## src/rtl/wdt_reset_sup.sv

```systemverilog
module wdt_reset_sup #(
  parameter int TWD  = 90,
  parameter int TPLH = 8,
  parameter int TPHL = 4,
  parameter int TMR  = 3
) (
  input  logic clk,
  input  logic rst,
  input  logic vdd_ok,
  input  logic sck,
  input  logic inh_n,
  input  logic mr_n,
  output logic resetb
);

  localparam int TWR  = TWD / 9;
  localparam int TWDI = TWD / 10;
  localparam int WW   = $clog2(TWD + 1);
  localparam int SMAX = (TPLH > TPHL) ? TPLH : TPHL;
  localparam int MMAX = (TPLH > TMR) ? TPLH : TMR;
  localparam int SW   = $clog2(SMAX + 1);
  localparam int MW   = $clog2(MMAX + 1);

  localparam logic [WW-1:0] WD_LAST = WW'(TWD - 1);
  localparam logic [WW-1:0] WR_LAST = WW'(TWR - 1);
  localparam logic [WW-1:0] WDI_LEN = WW'(TWDI);
  localparam logic [SW-1:0] UP_LAST = SW'(TPLH - 1);
  localparam logic [SW-1:0] DN_LAST = SW'(TPHL - 1);
  localparam logic [MW-1:0] MR_LAST = MW'(TMR - 1);
  localparam logic [MW-1:0] RL_LAST = MW'(TPLH - 1);

  logic [2:0]    sync;
  logic          kick;
  logic          pg;
  logic [SW-1:0] scnt;
  logic          mr_act;
  logic [MW-1:0] mcnt;
  logic          charge, bark, hold;
  logic [WW-1:0] wcnt;

  assign kick = sync[1] & ~sync[2];
  assign hold = ~pg | mr_act | ~inh_n;
  assign resetb = pg & ~mr_act & (~inh_n | ~bark);

  always_ff @(posedge clk) begin
    if (rst) sync <= '0;
    else     sync <= {sync[1:0], sck};
  end

  always_ff @(posedge clk) begin
    if (rst) begin
      pg   <= 1'b0;
      scnt <= '0;
    end else if (vdd_ok != pg) begin
      if (scnt == (pg ? DN_LAST : UP_LAST)) begin
        pg   <= ~pg;
        scnt <= '0;
      end else begin
        scnt <= scnt + 1'b1;
      end
    end else begin
      scnt <= '0;
    end
  end

  always_ff @(posedge clk) begin
    if (rst) begin
      mr_act <= 1'b0;
      mcnt   <= '0;
    end else if (mr_n == mr_act) begin
      if (mcnt == (mr_act ? RL_LAST : MR_LAST)) begin
        mr_act <= ~mr_act;
        mcnt   <= '0;
      end else begin
        mcnt <= mcnt + 1'b1;
      end
    end else begin
      mcnt <= '0;
    end
  end

  always_ff @(posedge clk) begin
    if (rst || hold) begin
      charge <= 1'b1;
      bark   <= 1'b0;
      wcnt   <= '0;
    end else if (charge) begin
      if (wcnt == WR_LAST) begin
        charge <= 1'b0;
        bark   <= 1'b0;
        wcnt   <= '0;
      end else begin
        wcnt <= wcnt + 1'b1;
      end
    end else if (kick && wcnt >= WDI_LEN) begin
      charge <= 1'b1;
      bark   <= 1'b0;
      wcnt   <= '0;
    end else if (wcnt == WD_LAST) begin
      charge <= 1'b1;
      bark   <= 1'b1;
      wcnt   <= '0;
    end else begin
      wcnt <= wcnt + 1'b1;
    end
  end

  a_r1_rise_needs_supply: assert property (@(posedge clk) disable iff (rst)
    $rose(pg) |-> $past(vdd_ok));

  a_r5_dip_filtered: assert property (@(posedge clk) disable iff (rst)
    (pg && vdd_ok) |=> pg);

  a_r8_mr_entry: assert property (@(posedge clk) disable iff (rst)
    $rose(mr_act) |-> !$past(mr_n));

  a_r3_hold_runs: assert property (@(posedge clk) disable iff (rst)
    (charge && !hold && wcnt != WR_LAST) |=> charge);

  a_r4_timeout_bark: assert property (@(posedge clk) disable iff (rst)
    (!charge && !hold && !kick && wcnt == WD_LAST) |=> (charge && bark));

  a_r11_blind_window: assert property (@(posedge clk) disable iff (rst)
    (!charge && !hold && wcnt < WDI_LEN) |=> !charge);

  a_r6_inhibit_holds: assert property (@(posedge clk) disable iff (rst)
    !inh_n |=> (charge && !bark && wcnt == '0));

  a_r10_supply_first: assert property (@(posedge clk) disable iff (rst)
    !pg |-> !resetb);

endmodule

```

## config.mk

```make
export PLATFORM = sky130hd
export DESIGN_NAME = wdt_reset_sup
export DESIGN_NICKNAME = d
export VERILOG_FILES = /design/src/rtl/wdt_reset_sup.sv
export SDC_FILE = /design/constraint.sdc
export NUM_CORES = 1
export LEC_CHECK = 0
export ABC_CLOCK_PERIOD_IN_PS = 1500
export BUFFER_PORTS_ARGS = -buffer_cell sky130_fd_sc_hd__buf_4
export CAP_MARGIN = 15
export CORE_MARGIN = 3
export CORE_UTILIZATION = 39
export CTS_CLUSTER_SIZE = 24
export DETAILED_ROUTE_END_ITERATION = 8
export HOLD_SLACK_MARGIN = 0.06
export SETUP_SLACK_MARGIN = 0.2
export SLEW_MARGIN = 0
export SYNTH_ARGS = -nofsm -noshare
export SYNTH_HDL_FRONTEND = slang
export SYNTH_SLANG_ARGS = --single-unit
```

## constraint.sdc

```tcl
create_clock -name clk -period 1.5 [get_ports clk]
set_input_delay 0.225 -clock clk [delete_from_list [all_inputs] [get_ports clk]]
set_output_delay 0.225 -clock clk [all_outputs]
set_load 0.02 [all_outputs]
```

==> impl_metrics.csv <==
group,metric,value,unit
setup_path,startpoint,"wcnt[1]",
sta,post-route-min-period,1500,ps
setup_path,critPathKind,"register to register",
clocking,cts_tree,"built",
sta,finClkSkew,7.88,ps
detailed_routing,ant_nets,0,
setup_path,critPathMaxFanout,7,
detailed_routing,firstDrtPassIters,3,
logic_synthesis,yosysTopAreaCell,"dfxtp_1",
clocking,root_buffer,"clkbuf_4",
logic_synthesis,synth_async_sr_flop_share,0,%
global_routing,globalRouteOverflowTotal,0,
setup_path,r2r_start,"wcnt[1]",
pwr,irDropWorstVdd,0.763,mV
logic_synthesis,yosys.area_share.adder,4.90,%
clocking,cts_num_sinks,22,
sta,period_share,99.7,%
layout,stdcell_area,1300,um2
outcome,status,"finished, final reports clean",
logic_synthesis,synthCells,107,
clocking,ctsHoldBuffers,0,
floorplanning,die_h,57.2,um
setup_path,path_cells,"inv_2, ha_4, nand2_1, or4_4, a31oi_4, nor2_1",
setup_path,cp-start-kind,"register",
global_routing,grt_max_degree,14,
logic_synthesis,muxShareOfSynthArea,0.980,%
logic_synthesis,ys_warn_count,0,
worst_hold_path,hold_class,"input port to register",
sta,slew_headroom,79.9,%
pwr,power.density,853,nW/um2
worst_hold_path,hold_depth,2,
setup_path,r2r_slack,5,ps
logic_synthesis,syn_nets,117,
logic_synthesis,synth_top_family_by_area,"simple AND/OR/NAND/NOR gates",
job,cap_violations,0,
sta,hold_ws,113,ps
setup_path,endpoint,"wcnt[1]",
floorplanning,ios,7,
logic_synthesis,yosys.cell_types.count,33,
pwr,p_leak,0.473,nW
global_routing,grt.total_usage,12.2,%
logic_synthesis,synth_ff_type,"dfxtp_1",
placed_design,gp_congestion,0.822,
layout,layout-drive-gt1-share,38.3,%
sta,slew_viol_final,0,
clocking,numCtsBuffers,3,
setup_path,r2r-end,"wcnt[1]",
clocking,clock_latency,320,ps
floorplanning,start_util,43.6,%
placed_design,placed_area,1110,um2
logic_synthesis,synth-edff-count,0,
floorplanning,core,2340,um2
logic_synthesis,yosys.area_share.simple,25.9,%
worst_hold_path,min-delay-start,"rst",
setup_path,required,1710,ps
placed_design,dpl.hpwl,1220,um
global_routing,grt_pass1_wl,3170,um
layout,syn2layout_area_growth,27.3,%
detailed_routing,routedWlPerCell,11.9,um
logic_synthesis,post-synth-top-count-cell,"dfxtp_1",
global_routing,grt_antenna_before_repair,0,
setup_path,crit_buf_inv,1,
sta,hold_viol,0,
sta,finalSetupViolCount,0,
logic_synthesis,synth-compound-area-share,12.9,%
setup_path,critical_path.top_delay_family,"simple AND/OR/NAND/NOR gates",
logic_synthesis,synth_common_cells,"dfxtp_1, nor2_1, inv_1",
floorplanning,die_x,57.2,um
floorplanning,dieArea,3270,um2
logic_synthesis,synth-seq-cells,22,
setup_path,cpMaxStageDelayCell,"or4_4",
sta,rsz0062_at_grt,"true",
setup_path,r2r_cells,6,
layout,antenna_cells,0,
detailed_routing,wirelength,1770,um
placed_design,portBuffers,6,
setup_path,crit_path_end_kind,"register",
logic_synthesis,yosysTopAreaCellShare,43.1,%
setup_path,worst-path-stages,6,
floorplanning,row_count,17,
setup_path,cp.arrival,1700,ps
layout,nets,131,
detailed_routing,drcViolationCount,0,
logic_synthesis,synthTopCellsByArea,"dfxtp_1, nor2_1, xnor2_1",
clocking,cts_htree_levels,1,
setup_path,timing.critical_path.slowest_cell_delay,460,ps
detailed_routing,vias_per_cell,5.09,
clocking,cts_buffer_depth,2,
clocking,clkTransAtPathRegs,130,ps
detailed_routing,drt_iter0_markers,11,
detailed_routing,vias,754,
sta,max_freq,0.669,GHz
sta,worst_slew_pin_slew,302,ps
global_routing,first_global_vias,751,
logic_synthesis,synth_xor_xnor_area_share,8.58,%
logic_synthesis,avgSynthCellArea,9.54,um2
logic_synthesis,synthesis.area,1020,um2
logic_synthesis,ys_seq_area_share,43.1,%
-- where the power goes --
part	internal, mW	switching [mW]	leakage (nW)
clock network	0.270	0.187	0.0279
registers	0.590	0.00867	0.185
logic	0.0296	0.0237	0.260
-- through the flow --
step	total power, mW	setup slack, ps	TNS, ps	util [%]	std cells
after floorplan	0.638	101	0	-	107
after global placement	0.656	-14.6	-14.6	47.4	142
after detailed placement	0.657	-21.7	-27.3	47.4	142
after CTS	1.12	-3.54	-3.54	52.5	148
after global routing	1.16	-40.1	-243	55.6	148
final	1.11	4.81	0	55.6	148
-- flip-flops by register name, indices dropped and copies added, names as in the netlist --
signal	cells
sync	3
scnt	4
wcnt	7
pg	1
mr_act	1
bark	1
charge	1
mcnt	4
-- per-layer routing --
| layer | global-route usage (%) | vias to the layer above | part of all wire (%) |
|---|---|---|---|
| met5 | 0 | - | 0 |
| met4 | 3.64 | 0 | 1.3 |
| met3 | 4.52 | 4 | 3.9 |
| met2 | 19.4 | 11 | 47 |
| met1 | 15.5 | 341 | 48 |
| li1 | - | 398 | - |
-- cell type report --
type | count | area [um2]
Fill cell | 206 | 1040
Multi-Input combinational cell | 77 | 644
Sequential cell | 22 | 463
Timing Repair Buffer | 10 | 78.8
Tap cell | 28 | 35.0
Clock inverter | 1 | 30.0
Inverter | 7 | 26.3
Clock buffer | 3 | 22.5
-- worst min-delay path by stage --
stage	end
2_1_floorplan	pg
3_3_place_gp	scnt[0]
3_5_place_dp	sync[1]
4_1_cts	sync[0]
5_1_grt	pg
6_report	pg
-- cells by family after synthesis --
| kind of cell | count (synthesis) |
|---|---|
| xor gates and xnor gates | 10 |
| buffers and inverters | 8 |
| DFF | 22 |
| AOI/OAI and AO/OA | 16 |
| muxes | 1 |
| and+or+nand+nor | 46 |
| adders and majority gates | 4 |
-- cells in the final DEF, fill, tap and decap left out, types with 2 or more instances in the layout --
cell type | netlist | layout
ha_4 | 0 | 2
xor2_1 | 4 | 4
or3_4 | 0 | 2
a211oi_2 | 1 | 2
nor2_1 | 20 | 20
nand2b_1 | 4 | 3
nand3_1 | 6 | 5
clkbuf_4 | 0 | 3
dfxtp_4 | 0 | 3
nor4_2 | 1 | 2
dfxtp_2 | 0 | 9
xnor2_1 | 6 | 6
o21ai_0 | 2 | 2
nor2b_1 | 3 | 3
dfxtp_1 | 22 | 10
a21oi_4 | 0 | 2
inv_1 | 7 | 6
ha_1 | 4 | 2
buf_4 | 0 | 9
-- timing repair --
action | in CTS | in global routing
setup endpoints to repair | 15 | 17
pin swaps | 1 | 5
gates resized for setup | 12 | 18
buffers inserted | 2 | 0
(Power assumes the default switching activity.)
